### config.mk
export PLATFORM = sky130hd
export DESIGN_NAME = mdio_master
export DESIGN_NICKNAME = d
export VERILOG_FILES = /design/src/rtl/mdio_pkg.sv /design/src/rtl/mdc_phase_gen.sv /design/src/rtl/mdio_frame_seq.sv /design/src/rtl/mdio_rx_capture.sv /design/src/rtl/mdio_master.sv
export SDC_FILE = /design/constraint.sdc
export NUM_CORES = 1
export LEC_CHECK = 0
export ABC_CLOCK_PERIOD_IN_PS = 2300
export BUFFER_PORTS_ARGS = -buffer_cell sky130_fd_sc_hd__buf_4
export CAP_MARGIN = 25
export CORE_ASPECT_RATIO = 1.75
export CORE_MARGIN = 4
export CORE_UTILIZATION = 38
export DETAILED_ROUTE_END_ITERATION = 12
export SLEW_MARGIN = 20
export SYNTH_ARGS = -nofsm -noshare
export SYNTH_HDL_FRONTEND = slang
export SYNTH_SLANG_ARGS = --single-unit
### constraint.sdc
create_clock -name clk -period 2.3 [get_ports clk]
set_input_delay 0.23 -clock clk [delete_from_list [all_inputs] [get_ports clk]]
set_output_delay 0.23 -clock clk [all_outputs]
set_load 0.005 [all_outputs]
### src/rtl/mdio_pkg.sv
`timescale 1ns/1ps
// Package: mdio_pkg
// Shared constants and the request type for the management master.
// Assumes the fixed management frame layout (5-bit addresses, 16-bit data).
package mdio_pkg;
    localparam int ADDR_W   = 5;
    localparam int DATA_W   = 16;
    localparam int HEAD_FIX = 2 + 2 + 2 * ADDR_W;   // start + opcode + addresses

    localparam logic [1:0] START_PAT = 2'b01;
    localparam logic [1:0] OP_RD     = 2'b10;
    localparam logic [1:0] OP_WR     = 2'b01;
    localparam logic [1:0] TA_WR     = 2'b10;

    typedef struct packed {
        logic              rd;
        logic [ADDR_W-1:0] phy;
        logic [ADDR_W-1:0] regad;
        logic [DATA_W-1:0] wdata;
    } mdio_req_t;
endpackage

### src/rtl/mdc_phase_gen.sv
`timescale 1ns/1ps
// Module: mdc_phase_gen
// Produces the management clock phase while run is high. Each low and high
// phase lasts HALF_CLKS system clocks. slot_end pulses in the last cycle of
// a high phase, which is when the clock is about to fall.
// Assumes run goes high in the cycle after a start is accepted. While run is
// low the counter is held at the start of a low phase.
module mdc_phase_gen #(
    parameter int HALF_CLKS = 2
) (
    input  logic clk,
    input  logic rst_n,
    input  logic run,
    output logic mdc_high,
    output logic slot_end
);
    logic ph;
    logic last;

    generate
        if (HALF_CLKS > 1) begin : g_cnt
            localparam int CW = $clog2(HALF_CLKS);
            logic [CW-1:0] cnt;
            assign last = (cnt == CW'(HALF_CLKS - 1));
            // count system clocks within the current phase
            always_ff @(posedge clk) begin
                if (!rst_n || !run)  cnt <= '0;
                else if (last)       cnt <= '0;
                else                 cnt <= cnt + 1'b1;
            end
        end else begin : g_nocnt
            assign last = 1'b1;
        end
    endgenerate

    // toggle the phase at the end of each half-period
    always_ff @(posedge clk) begin
        if (!rst_n || !run) ph <= 1'b0;
        else if (last)      ph <= ~ph;
    end

    assign mdc_high = ph;
    assign slot_end = run & last & ph;

    // a high phase is never seen with run low (clock parked low when idle)
    p_park_low_r11: assert property (@(posedge clk) disable iff (!rst_n)
        !run |=> !ph || run);
endmodule

### src/rtl/mdio_frame_seq.sv
`timescale 1ns/1ps
// Module: mdio_frame_seq
// Loads the full outgoing frame on an accepted start and shifts it one bit
// per management clock slot. It also decides when the line is driven,
// flags read sample slots and ends the transaction.
// Assumes slot_end pulses once per slot, at the mdc falling edge.
module mdio_frame_seq
    import mdio_pkg::*;
#(
    parameter int PRE_BITS = 40
) (
    input  logic      clk,
    input  logic      rst_n,
    input  logic      start,
    input  mdio_req_t req,
    input  logic      slot_end,
    output logic      busy,
    output logic      done,
    output logic      is_read,
    output logic      finish,
    output logic      capture,
    output logic      mdio_out,
    output logic      mdio_oe
);
    localparam int HDR     = PRE_BITS + HEAD_FIX;
    localparam int FRAME_W = HDR + 2 + DATA_W;
    localparam int LAST_RD = HDR + 1 + DATA_W;
    localparam int LAST_WR = HDR + 2 + DATA_W;
    localparam int SW      = $clog2(LAST_WR + 1);

    logic [FRAME_W-1:0] tx;
    logic [SW-1:0]      slot;
    logic               rd_q;
    logic               at_last;

    assign at_last = rd_q ? (slot == SW'(LAST_RD)) : (slot == SW'(LAST_WR));
    assign finish  = busy & slot_end & at_last;

    // accept requests, shift the frame and close the transaction
    always_ff @(posedge clk) begin
        if (!rst_n) begin
            busy <= 1'b0;
            done <= 1'b0;
            rd_q <= 1'b0;
            slot <= '0;
            tx   <= '0;
        end else begin
            done <= 1'b0;
            if (!busy) begin
                if (start) begin
                    busy <= 1'b1;
                    slot <= '0;
                    rd_q <= req.rd;
                    tx   <= {{PRE_BITS{1'b1}}, START_PAT, (req.rd ? OP_RD : OP_WR),
                             req.phy, req.regad, TA_WR, req.wdata};
                end
            end else if (slot_end) begin
                tx <= {tx[FRAME_W-2:0], 1'b0};
                if (at_last) begin
                    busy <= 1'b0;
                    done <= 1'b1;
                end else begin
                    slot <= slot + 1'b1;
                end
            end
        end
    end

    assign is_read  = rd_q;
    assign mdio_oe  = busy & ((slot < SW'(HDR)) | (!rd_q & (slot < SW'(LAST_WR))));
    assign mdio_out = mdio_oe & tx[FRAME_W-1];
    assign capture  = busy & rd_q & slot_end &
                      (slot >= SW'(HDR + 1)) & (slot <= SW'(HDR + DATA_W));

    // done is a single cycle and comes with busy already low
    p_done_pulse_r8: assert property (@(posedge clk) disable iff (!rst_n)
        done |=> !done);
    p_done_idle_r8: assert property (@(posedge clk) disable iff (!rst_n)
        done |-> !busy);
    // the closing slot never drives the line
    p_release_end_r7: assert property (@(posedge clk) disable iff (!rst_n)
        finish |-> !mdio_oe);
    // the opcode of a running frame cannot be replaced
    p_start_ignored_r9: assert property (@(posedge clk) disable iff (!rst_n)
        busy |=> (!busy || rd_q == $past(rd_q)));
endmodule

### src/rtl/mdio_rx_capture.sv
`timescale 1ns/1ps
// Module: mdio_rx_capture
// Shifts sampled read bits into a word (low end first in, so the first bit
// ends up on top) and copies the word to the output when a read completes.
// Assumes capture pulses once per read data slot and finish once per frame.
module mdio_rx_capture
    import mdio_pkg::*;
(
    input  logic              clk,
    input  logic              rst_n,
    input  logic              capture,
    input  logic              finish,
    input  logic              is_read,
    input  logic              mdio_in,
    input  logic              done,
    output logic [DATA_W-1:0] rd_data
);
    logic [DATA_W-1:0] sh;

    // collect read bits at each sample slot
    always_ff @(posedge clk) begin
        if (!rst_n)       sh <= '0;
        else if (capture) sh <= {sh[DATA_W-2:0], mdio_in};
    end

    // publish the word only when a read frame closes
    always_ff @(posedge clk) begin
        if (!rst_n)                   rd_data <= '0;
        else if (finish && is_read)   rd_data <= sh;
    end

    p_rdata_hold_r10: assert property (@(posedge clk) disable iff (!rst_n)
        (rd_data != $past(rd_data)) |-> (done && is_read));
endmodule

### src/rtl/mdio_master.sv
`timescale 1ns/1ps
// Module: mdio_master
// Top of the management master. It ties the phase generator, the frame
// sequencer and the read capture together. Assumes HALF_CLKS >= 1 and that
// the line has an external pull-up while nobody drives it.
module mdio_master
    import mdio_pkg::*;
#(
    parameter int HALF_CLKS = 2,
    parameter int PRE_BITS  = 40
) (
    input  logic              clk,
    input  logic              rst_n,
    input  logic              xfer_start,
    input  logic              xfer_read,
    input  logic [ADDR_W-1:0] phy_addr,
    input  logic [ADDR_W-1:0] reg_addr,
    input  logic [DATA_W-1:0] wr_data,
    output logic [DATA_W-1:0] rd_data,
    output logic              busy,
    output logic              done,
    output logic              mdc,
    output logic              mdio_out,
    output logic              mdio_oe,
    input  logic              mdio_in
);
    mdio_req_t req;
    logic      slot_end;
    logic      is_read;
    logic      finish;
    logic      capture;

    assign req = '{rd: xfer_read, phy: phy_addr, regad: reg_addr, wdata: wr_data};

    mdc_phase_gen #(.HALF_CLKS(HALF_CLKS)) u_phase (
        .clk      (clk),
        .rst_n    (rst_n),
        .run      (busy),
        .mdc_high (mdc),
        .slot_end (slot_end)
    );

    mdio_frame_seq #(.PRE_BITS(PRE_BITS)) u_seq (
        .clk      (clk),
        .rst_n    (rst_n),
        .start    (xfer_start),
        .req      (req),
        .slot_end (slot_end),
        .busy     (busy),
        .done     (done),
        .is_read  (is_read),
        .finish   (finish),
        .capture  (capture),
        .mdio_out (mdio_out),
        .mdio_oe  (mdio_oe)
    );

    mdio_rx_capture u_rx (
        .clk      (clk),
        .rst_n    (rst_n),
        .capture  (capture),
        .finish   (finish),
        .is_read  (is_read),
        .mdio_in  (mdio_in),
        .done     (done),
        .rd_data  (rd_data)
    );

    // line value and enable hold still while the clock is high
    p_stable_high_r4: assert property (@(posedge clk) disable iff (!rst_n)
        (mdc && $past(mdc)) |-> ($stable(mdio_out) && $stable(mdio_oe)));
    // an idle block neither drives the line nor clocks
    p_idle_quiet_r11: assert property (@(posedge clk) disable iff (!rst_n)
        !busy |-> (!mdio_oe && !mdc));
    // a read never drives the line once a sample slot is reached
    p_read_released_r6: assert property (@(posedge clk) disable iff (!rst_n)
        capture |-> !mdio_oe);
endmodule

**Word-level counts from Yosys, hierarchy flattened**

Cells that the tools add are included.

- Add/subtract/negate cells: 2
- Magnitude comparators: 4
- Eq/ne operators: 4
- Mux-type cells: 14
- Bitwise logic cells: 14
- Reduce and logical (&&, ||, !) cells: 11

Operators with widths:

| cell | count |
|---|---|
| $mux 72 | 3 |
| $mux 7 | 4 |
| $eq 7x7->1 const B | 2 |
| $and 1x1->1 | 11 |
| $add 7x1->7 const B | 1 |
| $ge 7x6->1 const B | 1 |
| $le 7x7->1 const B | 1 |
| $lt 7x6->1 const B | 1 |
| $lt 7x7->1 const B | 1 |
| $mux 1 | 6 |
| $reduce_and 3->1 | 2 |
| $reduce_and 2->1 | 2 |
| $logic_not 1->1 | 3 |
| $mux 2 | 1 |
| $ne 2x1->1 const B | 1 |
| $ne 2x2->1 const B | 1 |
| $not 1->1 | 2 |
| $reduce_bool 2->1 | 1 |
| $reduce_or 2->1 | 1 |
| $add 1x1->1 const B | 1 |
| $logic_and 1x1->1 | 1 |
| $logic_or 1x1->1 | 1 |
| $or 1x1->1 | 1 |

- Flip-flop bits (word level): 116
- Output and inout bits: 21

**Longest topological paths before layout**

Gate-level depths: netlist of run 1.

- Word-level depth: 5
- Mapped depth: 7
- Gate-level depth less buffers: 6

**Cells and area by module**

A second synthesis of run 1 with hierarchy kept.

- Cells, all modules: 498
- Area, all modules: 4631.9 um^2

By module, submodules not included:

| module | instances | cells an instance | area an instance (um^2) | sequential area each (um^2) |
|---|---|---|---|---|
| mdio_frame_seq | 1 | 366 | 3274.4 | 1641.6 |
| mdio_rx_capture | 1 | 125 | 1290.0 | 640.6 |
| mdc_phase_gen | 1 | 7 | 67.6 | 40.0 |

**Least setup slack after synthesis of run 1**

Ideal clock, no wire load.

- Path type: reg2reg
- Start: register u_seq.slot[3]
- End: register u_rx.rd_data[0]
- Library setup time: 128 ps
- Arrival time: 1719 ps
- Path slack: 454 ps
- Stages on the path, launching flop included: 8
- Path buffers: 3
- Period minus slack after synthesis: 1846 ps
- Cell sequence: dfxtp_1 > buf_6 > or3_1 > buf_6 > nor3_4 > buf_12 > mux2i_1 > nor2_1

- Cells in the longest elaborated chain, start to end: 4
- Elaborated cells on any way between the ends: 5
- Those cells by class: eq/ne: 2; mux: 1; bitwise: 1; reduce/logical: 1

Ends and longest elaborated chain:

| what | RTL line | RTL |
|---|---|---|
| start, declared | mdio_frame_seq.sv:32 | `logic [SW-1:0] slot;` |
| start signal, assigned | mdio_frame_seq.sv:63 | `slot <= slot + 1'b1;` |
| $eq 7x7->1 | mdio_frame_seq.sv:36 | `assign at_last = rd_q ? (slot == SW'(LAST_RD)) : (slot == SW'(LAST_WR));` |
| $mux 1 * | mdio_frame_seq.sv:36 |  |
| $and 1x1->1 * | mdio_frame_seq.sv:37 | `assign finish = busy & slot_end & at_last;` |
| $logic_and 1x1->1 * | mdio_rx_capture.sv:29 | `else if (finish && is_read) rd_data <= sh;` |
| end signal, assigned | mdio_rx_capture.sv:29 |  |
| end, declared | mdio_rx_capture.sv:16 | `output logic [DATA_W-1:0] rd_data` |

Mark *: on every way between the ends. The rest lies on a longest branch, timed or not.
A chain may end at the register's enable or synchronous reset.

**Worst setup path after layout of run 1**

- Start: register u_seq.slot[3]
- End: output mdio_out

- Cells in the longest elaborated chain, start to end: 5
- Elaborated cells on any way between the ends: 6
- Those cells by class: order compare: 2; bitwise: 4

Ends and longest elaborated chain:

| what | RTL line | RTL |
|---|---|---|
| $lt 7x7->1 | mdio_frame_seq.sv:70 | `assign mdio_oe = busy & ((slot < SW'(HDR)) \| (!rd_q & (slot < SW'(LAST_WR))));` |
| $and 1x1->1 | mdio_frame_seq.sv:70 |  |
| $or 1x1->1 * | mdio_frame_seq.sv:70 |  |
| $and 1x1->1 * | mdio_frame_seq.sv:70 |  |
| $and 1x1->1 * | mdio_frame_seq.sv:71 | `assign mdio_out = mdio_oe & tx[FRAME_W-1];` |
| end, declared | mdio_master.sv:23 | `output logic mdio_out,` |

Marks and branches as above.

==> results of run 1 <==
-- registers in the layout, indices dropped and copies added, names as in the netlist --
| register | cells |
|---|---|
| u_seq.tx | 72 |
| u_seq.slot | 7 |
| u_rx.sh | 16 |
| u_phase.g_cnt.cnt | 1 |
| u_seq.done | 1 |
| u_seq.is_read | 1 |
| u_seq.busy | 1 |
| u_rx.rd_data | 16 |
| u_phase.mdc_high | 1 |
-- cell families (layout without fill, tap and decap cells) --
group | count (synthesis) | count (layout)
flops | 116 | 116
compound gates | 57 | 57
xor+xnor | 1 | 1
simple gates | 234 | 234
fa+ha+maj | 2 | 2
buf+inv | 50 | 97
mux | 59 | 59
-- cell type report --
class	instances	area, µm²
Fill cell	1182	6350
Sequential cell	116	2320
Multi-Input combinational cell	353	2130
Clock buffer	23	488
Timing Repair Buffer	61	483
Tap cell	165	206
Clock inverter	9	77.6
Inverter	4	15.0
-- critical path, cell delays in order (launching register included) --
cell and delay (ps):
dfxtp_1 380, or3_1 510, nor2_1 130, o21a_1 180, and2_1 170, buf_4 120
-- cells in the final DEF, fill, tap and decap left out, types with 4 or more instances in the layout --
master     count
nand2_1       26
buf_4         59
clkinv_2       5
a31oi_1        4
clkbuf_8       4
a211oi_1      27
o21ai_0        5
nand3_1        7
nor3_1        86
dfxtp_1      115
nand4_1        5
mux2i_1       59
a21oi_1        9
nor2_1        94
clkbuf_16     17
-- power breakdown --
group	internal, mW	total (mW)	switching, mW
Sequential	2.12	2.18	0.0589
Combinational	0.156	0.327	0.171
Clock	1.59	2.46	0.871
Total	3.86	4.96	1.10
-- worst max path at each step --
stage                             start               to  depth (start not counted)
after floorplan           u_seq.slot[3]  u_rx.rd_data[0]                          7
after global placement    u_seq.slot[1]      u_rx.sh[12]                          5
after detailed placement  u_seq.slot[1]      u_rx.sh[12]                          5
after CTS                 u_seq.slot[3]         mdio_out                          5
after global routing      u_seq.slot[3]         mdio_out                          5
final                     u_seq.slot[3]         mdio_out                          5
-- cell usage after synthesis (2+ instances only) --
master / number
a21oi_1: 9
nor4_1: 2
nor3_1: 86
nand2b_1: 2
or3_1: 3
and2_1: 2
nor2b_1: 2
dfxtp_1: 116
nor2_1: 94
mux2i_1: 59
nand2_1: 26
ha_1: 2
o21ai_0: 5
buf_6: 4
clkbuf_1: 31
a31oi_1: 4
inv_1: 4
buf_1: 8
a211oi_1: 27
nand3_1: 8
nand4_1: 5
o311ai_0: 2
o21a_1: 2
-- per-stage QoR --
step	hold WS, ps	cells
finish	83.1	731
global route	84.4	731
CTS	64.2	731
detailed placement	448	699
global placement	449	699
floorplan	366	519
-- metal layers --
layer / track usage (%) / vias up
li1: - / 1885
met1: 15.7 / 1776
met2: 24.8 / 80
met3: 4.33 / 19
met4: 7.09 / 0
met5: 0 / -
==> metrics.md, run 1 <==
| Metric | Value |
|---|---|
| Setup TNS | 0 ps |
| Part of the cycle the worst path needs | 91.9% |
| Clk pin slew, worst setup/hold paths | 50 ps |
| Setup-failing EPs final | 0 |
| Most area-consuming cells after synthesis | dfxtp_1 (50%), mux2i_1 (13%), nor3_1 (9.2%), nor2_1 (7.5%), a211oi_1 (4.3%) |
| Synth warn | 0 |
| Post-Syn Area | roughly 0.0047 mm² |
| Share of cells above drive strength 1 | 18.0% |
| Post-synth top area cell | dfxtp_1 |
| IO Port Bufs | 51 |
| Hold Crit Depth | 3 |
| Worst Setup End Kind | output port |
| Detailed Route WL | a little under 10000 µm |
| Share of the yosys chip area belonging to registers | slightly below 50% |
| Post-route worst setup slack | about 190 ps |
| Top cell type's share of synthesized area | between 40 and 50% |
| Number of buffers created by CTS | 17 |
| Fmax | roughly 0.47 GHz |
| Required time of the critical path | 2070 ps |
| Vias in the first global route | 3614 |
| First-pass GRT wire length | ~16000 µm |
| Clock root cell | clkbuf_16 |
| Worst Skew | approximately 8 ps |
| Later-pin clock latency in the skew report | 400 ps |
| Synth Area in Adders | 0.535% |
| Total global-route track usage | between 10% and 20% |
| Synth Register Bits | between 100 and 150 |
| Pins over their slew limit | 0 |
| FFs w/ async S/R, synth | 0% |
| Total power | 4.96 mW |
| WL/cell | around 13 µm |
| Max Cap Viol | 0 |
| Drt drc | 0 |
| Mux share of post-synthesis cell area | about an eighth |
| DR vias/cell | a little over 5 |
| Setup slack at placement | about 360 ps |
| Capturing point of the worst reg2reg path | u_rx.sh[12] |
| Number of I/O pins | between 50 and 60 |
| Peak VDD IR | between 0.0005 and 0.0006 V |
| Die width | slightly above 90 µm |
| Main flop type after synthesis | dfxtp_1 |
| Post-Synth XOR/XNOR Area | less than 1% |
| H-tree Lvls | 4 |
| Global route overflow | 0 |
| Core footprint | roughly 0.012 mm² |
| Post-cts sizing count | 0 |
| Final Hold Viols | 0 |
| Starting DRC count in detailed routing | between 100 and 150 |
| Max-slew headroom | a little over half |
| Post-DRT Antenna Nets | 0 |
| Area grow syn2layout | 22.3% |
| Syn Inst Count | between 500 and 600 |
| Crit path kind | reg2out |
| Post-CTS Setup Bufs | 0 |
| Critical Path Fanout Max | 9 |
| Hold buffer count at CTS | 0 |
| Hold crit path type | in2reg |
| Largest family of logic cells by synthesized area | simple AND/OR/NAND/NOR gates |
| Post-synthesis compound-gate area fraction | a little under a tenth |
| Clock Sink Count | roughly 120 |
| Dpl hpwl | between 6000 and 7000 µm |
| Initial antenna violation count | 0 |
| TritonRoute pass-1 iters | 4 |
| Clock Tree Buf Depth | 2 |
| Simple-gate area share of the yosys netlist | a little under a quarter |
| Total power per unit cell area | slightly below 900 mW/mm² |
| Non-Filler Cell Area, Final | about 0.0057 mm² |
| Pin slew with the least headroom to its limit | just over 700 ps |
| Number of diodes | 0 |
| Hold EP | u_rx.sh[0] |
| Met1 Wirelength | a little over 4000 µm |
| Flop2flop setup slack | approximately 360 ps |
| Met3 WL | between 400 and 500 µm |
| Routability congestion estimate | approximately 0.73 |
| CTS tree | built |
| RR Startpoint | u_seq.slot[1] |
| Synth unique cells | 39 |
| Mapped Nets | 552 |
| Initial Utilization | 38.8% |
| Highest metal used | met4 |
| Largest net degree at the start of global routing | 59 |
| Post-synth EDFFs | 0 |
| DP Area | 0.00515 mm² |
| Min-delay src | mdio_in |
| Syn_area_per_cell | approximately 9.0 µm² |
| Die footprint | approximately 0.014 mm² |
| Die Ht | around 150 µm |
| Outcome | finished, final reports clean |
| Fin util | a little under half |
| Fin nets | around 590 |
| Time the final worst path needs with I/O delays and setup | between 2000 and 2500 ps |
| WL met2 | ~5200 µm |
| Vias after detailed routing | ~3800 |
| Critical path startpoint category | register |
| Leak pwr | 2.36 nW |
| Reg2Reg Depth | 5 |
| Worst EP arrival | approximately 1900 ps |
| RSZ-0062 raised after global routing | no |
| # rows | 53 |
(Power assumes the default switching activity.)
==> run 2: changes to the inputs <==
--- a/config.mk
+++ b/config.mk
@@ -12,6 +12,7 @@
 export CORE_MARGIN = 4
 export CORE_UTILIZATION = 38
 export DETAILED_ROUTE_END_ITERATION = 12
+export MAX_ROUTING_LAYER = met4
 export SLEW_MARGIN = 20
 export SYNTH_ARGS = -nofsm -noshare
 export SYNTH_HDL_FRONTEND = slang
==> constraint.sdc (replaced) <==
create_clock -name clk -period 2.3 [get_ports clk]
set_input_delay 0.23 -clock clk [delete_from_list [all_inputs] [get_ports clk]]
set_output_delay 0.23 -clock clk [all_outputs]
set_load 0.05 [all_outputs]
==> metrics.md, run 2 (same netlist as run 1, synthesis figures left out) <==
| Metric | Value |
|---|---|
| Vias in the first global route | 3607 (-0.19%) |
| Starting DRC count in detailed routing | 122 (+7.0%) |
| Global route overflow | 0 (unchanged) |
| Critical Path Fanout Max | 9 (unchanged) |
| Final Hold Viols | 0 (unchanged) |
| IO Port Bufs | 51 (unchanged) |
| Top reg by flops | u_seq.tx |
| FF/Latch Area | 0.00232 mm² (unchanged) |
| WHS | 82.2 ps (-0.916 ps) |
| Number of I/O pins | 52 (unchanged) |
| Net Sw Power | 1.13 mW (+2.6%) |
| Max-slew headroom | 53.5% (+1.0 points) |
| Initial antenna violation count | 0 (unchanged) |
| Pin slew with the least headroom to its limit | 697 ps (-15.4 ps) |
| Clk pin slew, worst setup/hold paths | 50 ps (about the same) |
| Setup-failing EPs final | 0 (unchanged) |
| Share of cells above drive strength 1 | 18.7% (+0.67 points) |
| Slowest stage delay, CP | 460 ps (-50 ps) |
| Area grow syn2layout | 24.2% |
| Fill cells | 1186 (+0.34%) |
| Crit path kind | reg2out |
| Layer with the highest usage | met2 |
| Fmax | 0.470 GHz (-0.72%) |
| Drt drc | 0 (unchanged) |
| CP cell instances | or3_4, nor2_1, o21a_2, and2_2, buf_4 |
| Total power | 5.29 mW (+6.6%) |
| Pins over their slew limit | 0 (unchanged) |
| Switching Fraction | 21.3% (-0.84 points) |
| Clock Sink Count | 116 (unchanged) |
| Routability congestion estimate | 0.830 (+13%) |
| Worst Setup End Kind | output port |
| Dpl hpwl | 6500 µm (+0.26%) |
| Post-DRT Antenna Nets | 0 (unchanged) |
| GR Util met1 | 17.7% (+2.0 points) |
| Met2 GRT Util | 24.4% (-0.42 points) |
| Outcome | finished, final reports clean |
| Reg2Reg Depth | 5 (unchanged) |
| Time the final worst path needs with I/O delays and setup | 2130 ps (+15.3 ps) |
| Worst EP arrival | 1900 ps (+20 ps) |
| Max reg flops | 72 (unchanged) |
| Commonest non-fill, non-tap cells in the layout | dfxtp_1 (115), nor2_1 (94), nor3_1 (86), mux2i_1 (59), buf_4 (59) |
| Number of buffers created by CTS | 17 (unchanged) |
| Number of diodes | 0 (unchanged) |
| Core footprint | 0.0121 mm² (unchanged) |
| Die Ht | 155 µm (unchanged) |
| Hold Crit Depth | 3 (unchanged) |
| Die width | 91.9 µm (unchanged) |
| CTS tree | built |
| Post-CTS Setup Bufs | 0 (unchanged) |
| CP max stage cell | or3_4 |
| TritonRoute pass-1 iters | 4 (unchanged) |
| GR Util met3 | 4.77% (+0.44 points) |
| RSZ-0062 raised after global routing | no |
| Detailed Route WL | 10100 µm (+2.2%) |
| Hold crit path type | in2reg |
| Part of the cycle the worst path needs | 92.6% (+0.66 points) |
| Reg power frac | 41.1% (-2.8 points) |
| Die footprint | 0.0142 mm² (unchanged) |
| P_int | 4.16 mW (+7.8%) |
| Fin nets | 587 (+0.17%) |
| Vias after detailed routing | 3759 (-0.027%) |
| Peak VDD IR | 0.000524 V (-5.1%) |
| Critical path startpoint category | register |
| WL/cell | 13.8 µm (+2.1%) |
| Top Registers | u_seq.tx x72, u_rx.rd_data x16, u_rx.sh x16 |
| Clock Tree Buf Depth | 2 (unchanged) |
| Multi-input gate area | 0.00213 mm² (+0.35%) |
| Initial Utilization | 38.8% (unchanged) |
| Total power per unit cell area | 910 mW/mm² (+5.0%) |
| Largest net degree at the start of global routing | 54 (-8.5%) |
| Total global-route track usage | 15.3% (+1.0 points) |
| Later-pin clock latency in the skew report | 410 ps (about the same) |
| Max Cap Viol | 0 (unchanged) |
| Comb power frac | 6.5% (about the same) |
| Setup TNS | 0 ps (unchanged) |
| DR vias/cell | 5.14 (-0.16%) |
| Most common cell after layout, fill and taps aside | dfxtp_1 |
| Clock share of power | 52.4% (+2.9 points) |
| # rows | 53 (unchanged) |
| Required time of the critical path | 2070 ps (about the same) |
| H-tree Lvls | 4 (unchanged) |
| Clock root cell | clkbuf_16 |
| First-pass GRT wire length | 17100 µm (+4.1%) |
| Leak pwr | 2.40 nW (+1.7%) |
| Worst Skew | 7.19 ps (-0.781 ps) |
run 2: cell types whose count changed in the layout (fill, tap and decap cells not counted), sizes merged:
cell      delta
clkbuf       -1
clkinvlp     -2
buf          +1
bufinv       +3
run 2: power by group through the flow:
stage               sequential (mW)  combinational [mW]  clock [mW]
floorplan                      2.20               0.240           0
global placement               2.21               0.338           0
detailed placement             2.22               0.346           0
CTS                            2.17               0.348        2.83
global route                   2.18               0.387        2.94
finish                         2.17               0.343        2.77
run 2: final timing paths:
check                     start             to  slack (ps)
setup / recovery  u_seq.slot[3]       mdio_out         170
hold / removal          mdio_in     u_rx.sh[0]          80
setup reg to reg  u_seq.slot[1]  u_seq.slot[3]         360
hold reg to reg     u_rx.sh[15]    u_rx.sh[15]         470
run 2: through the flow:
step,area (µm²),std cells,utilization [%],setup slack [ps]
3_3_place_gp,5180,700,42.9,445
5_1_grt,5810,732,48.1,71.7
6_report,5810,732,48.1,171
4_1_cts,5800,732,48.1,67.9
3_5_place_dp,5180,700,42.9,410
2_1_floorplan,4680,519,-,74.0
run 2: what timing repair did:
action	CTS	global route
hold buffers	0	0
resized for setup	0	1
setup endpoints to repair	0	1
run 2: layer usage:
layer | vias up | part of all wire [%]
met5 | - | 0
met1 | 1763 | 43
met4 | 0 | 2.2
li1 | 1898 | -
met2 | 77 | 51
met3 | 21 | 4.0
run 2: worst max-delay path: cells and delay by family (launching register included):
family	cells	cell delay, ps
simple gates	3	740
buf+inv	1	190
flops	1	390
compound gates	1	170
run 2: layout make-up:
class / count / area share [%]
multi-input cells: 353 / 36.7
inverters: 4 / 0.258
repair buffers: 62 / 8.66
well taps: 165 / 3.55
clock inverters: 10 / 2.63
flip-flops and latches: 116 / 40.0
clock buffers: 22 / 8.16
==> run 3: changes to the inputs <==
--- a/config.mk
+++ b/config.mk
@@ -5,6 +5,7 @@
 export SDC_FILE = /design/constraint.sdc
 export NUM_CORES = 1
 export LEC_CHECK = 0
+export ABC_AREA = 1
 export ABC_CLOCK_PERIOD_IN_PS = 2300
 export BUFFER_PORTS_ARGS = -buffer_cell sky130_fd_sc_hd__buf_4
 export CAP_MARGIN = 25
==> metrics.md, run 3 <==
| Metric | Value |
|---|---|
| Outcome | finished, final reports clean |
| Placed cells | 779 (+11%) |
| Detailed Route WL | 10100 µm (-0.15%) |
| Required time of the critical path | 2070 ps (about the same) |
| Commonest non-fill, non-tap cells in the layout | dfxtp_1 (116), nand2_1 (106), inv_1 (77), buf_4 (61), nor2_1 (53) |
| Critical path startpoint category | register |
| Clock root cell | clkbuf_16 |
| Slowest stage delay, CP | 390 ps (-70 ps) |
| Commonest cells in the netlist | dfxtp_1 (116), nand2_1 (107), inv_1 (77) |
| Comb power frac | 7.0% (+0.5 points) |
| Vias in the first global route | 3993 (+11%) |
| Crit path buf inv count | 3 (+2) |
| RSZ-0062 raised after global routing | no |
| Post-synth EDFFs | 0 (unchanged) |
| Leak pwr | 2.34 nW (-2.4%) |
| Share of the yosys chip area belonging to registers | 49.9% (+0.25 points) |
| Top Registers | u_seq.tx x72, u_rx.rd_data x16, u_rx.sh x16 |
| Top Family by Delay on Critical Path | simple AND/OR/NAND/NOR gates |
| Setup TNS | 0 ps (unchanged) |
| P_int | 4.39 mW (+5.6%) |
| Max Cap Viol | 0 (unchanged) |
| Final non-filler cell total | 811 (+11%) |
| Fmax | 0.473 GHz (+0.80%) |
| Top reg by flops | u_seq.tx |
| Clock Sink Count | 116 (unchanged) |
| Most common cell after layout, fill and taps aside | dfxtp_1 |
| Total power | 5.60 mW (+5.9%) |
| Max reg flops | 72 (unchanged) |
| Post-cts sizing count | 0 (unchanged) |
| Most area-consuming cells after synthesis | dfxtp_1 (50%), nand2_1 (8.6%), a221oi_1 (7.3%), inv_1 (6.2%), nor2_1 (4.3%) |
| Post-Syn Area | 0.00465 mm² (-0.51%) |
| Core footprint | 0.0120 mm² (-0.55%) |
| Routability congestion estimate | 0.764 (-8.0%) |
| Reg2Reg Depth | 8 (+3) |
| Post-CTS Setup Bufs | 0 (unchanged) |
| Most common cell on crit path | nand2_1 |
| Number of diodes | 0 (unchanged) |
| Pin slew with the least headroom to its limit | 671 ps (-26.5 ps) |
| Total global-route track usage | 15.6% (+0.24 points) |
| Die footprint | 0.0142 mm² (-0.48%) |
| Net Sw Power | 1.21 mW (+7.2%) |
| WL/cell | 12.4 µm (-9.9%) |
| Post-DRT Antenna Nets | 0 (unchanged) |
| Largest net degree at the start of global routing | 43 (-20%) |
| Critical Path Fanout Max | 7 (-2) |
| Final Hold Viols | 0 (unchanged) |
| # rows | 53 (unchanged) |
| DR vias/cell | 5.02 (-2.3%) |
| IO Port Bufs | 51 (unchanged) |
| Hold Crit Depth | 2 (-1) |
| Flop2flop setup slack | 480 ps (+120 ps) |
| CP cell instances | nand2_2, inv_2, nand2_1, nand2_1, inv_2, nand2_1, a21oi_2, and2_2, buf_4 |
| Synth warn | 0 (unchanged) |
| Main flop type after synthesis | dfxtp_1 |
| Syn Inst Count | 594 (+14%) |
| Post-synth top area cell | dfxtp_1 |
| CTS tree | built |
| Clock share of power | 54.3% (+1.9 points) |
| First-pass GRT wire length | 17600 µm (+2.9%) |
| Levels on crit path | 9 (+4) |
| Vias after detailed routing | 4069 (+8.2%) |
| Synth unique cells | 31 (-21%) |
| Worst Setup End Kind | output port |
| Later-pin clock latency in the skew report | 400 ps (about the same) |
| Initial Utilization | 38.8% (about the same) |
| Number of buffers created by CTS | 17 (unchanged) |
| Max-slew headroom | 55.2% (+1.7 points) |
| FFs w/ async S/R, synth | 0% (unchanged) |
| Number of I/O pins | 52 (unchanged) |
| Setup-failing EPs final | 0 (unchanged) |
| Drt drc | 0 (unchanged) |
| Dpl hpwl | 6620 µm (+1.9%) |
| Worst EP arrival | 1880 ps (-20 ps) |
| TritonRoute pass-1 iters | 4 (unchanged) |
| Worst Skew | 3.08 ps (-4.11 ps) |
| Mapped Nets | 627 (+14%) |
| Peak VDD IR | 0.000588 V (+12%) |
| Clock Tree Buf Depth | 2 (unchanged) |
| Die Ht | 154 µm (-0.24%) |
| Count leader, synth | dfxtp_1 |
| Hold buffer count at CTS | 0 (unchanged) |
| Area grow syn2layout | 25.5% |
| H-tree Lvls | 4 (unchanged) |
| Total power per unit cell area | 959 mW/mm² (+5.3%) |
| CP max stage cell | dfxtp_1 |
| Die width | 91.7 µm (-0.23%) |
| Top cell type's share of synthesized area | 49.9% (+0.25 points) |
| Part of the cycle the worst path needs | 91.8% (-0.73 points) |
| Clk pin slew, worst setup/hold paths | 50 ps (about the same) |
| Share of cells above drive strength 1 | 17.5% (-1.2 points) |
| Global route overflow | 0 (unchanged) |
| Starting DRC count in detailed routing | 268 (+120%) |
| Time the final worst path needs with I/O delays and setup | 2110 ps (-16.8 ps) |
| Fin nets | 666 (+13%) |
| Switching Fraction | 21.6% (+0.27 points) |
| Syn_area_per_cell | 7.84 µm² (-13%) |
| Reg power frac | 38.8% (-2.3 points) |
| Pins over their slew limit | 0 (unchanged) |
| Initial antenna violation count | 0 (unchanged) |
| Crit path kind | reg2out |
| Synth Register Bits | 116 (unchanged) |
| Hold crit path type | in2reg |
[run 3: changes by cell type after synthesis, sizes merged, moves of 11 or more]
cell	before	now
a221oi	0	39
a211oi	27	1
a21oi	9	30
nand2	26	110
a31oi	5	27
nand4	5	16
mux2i	59	0
inv	4	85
o21ai	5	48
nor2	94	57
nor3	87	5
[run 3: final cells by class]
| type | instances | area [µm²] |
|---|---|---|
| fill | 1157 | 6160 |
| sequential | 116 | 2320 |
| multi-input combinational | 351 | 1840 |
| clock buffer | 20 | 467 |
| timing repair buffer | 61 | 458 |
| inverter | 86 | 323 |
| clock inverter | 12 | 225 |
| tap | 165 | 206 |
[run 3: power by group through the flow]
stage / combinational, mW / clock, mW / sequential [mW]
6_report: 0.390 / 3.04 / 2.17
3_5_place_dp: 0.391 / 0 / 2.21
4_1_cts: 0.394 / 3.09 / 2.17
2_1_floorplan: 0.279 / 0 / 2.21
5_1_grt: 0.448 / 3.18 / 2.18
3_3_place_gp: 0.381 / 0 / 2.21
[run 3: path summary, 6_finish.rpt]
kind                        start              end
hold reg to reg   u_rx.rd_data[1]  u_rx.rd_data[1]
setup / recovery    u_seq.slot[4]         mdio_out
hold / removal         xfer_start    u_seq.is_read
setup reg to reg    u_seq.slot[6]       u_rx.sh[8]
[run 3: metal layers]
metal / wire length, µm / track usage [%] / vias to the layer above
met5: 0 / - / -
met4: 173 / 7.84 / 0
met3: 417 / 3.99 / 14
met2: 5020 / 26.6 / 85
met1: 4450 / 16.4 / 1898
li1: - / - / 2072
[run 3: kinds of logic after synthesis]
kind of cell | after synthesis | share of synthesized area [%]
simple gates | 202 | 18.8
compound gates | 147 | 20.0
buf+inv | 127 | 10.8
flops | 116 | 49.9
fa+ha+maj | 2 | 0.538
[run 3: through the flow]
step | cell area [µm²] | setup WS [ps] | hold slack [ps] | util, %
global placement | 5150 | 499 | 424 | 42.9
CTS | 5840 | 152 | 43.2 | 48.7
floorplan | 4660 | 76.9 | 348 | -
finish | 5840 | 188 | 63.4 | 48.7
global route | 5840 | 58.1 | 73.6 | 48.7
detailed placement | 5150 | 480 | 436 | 42.9
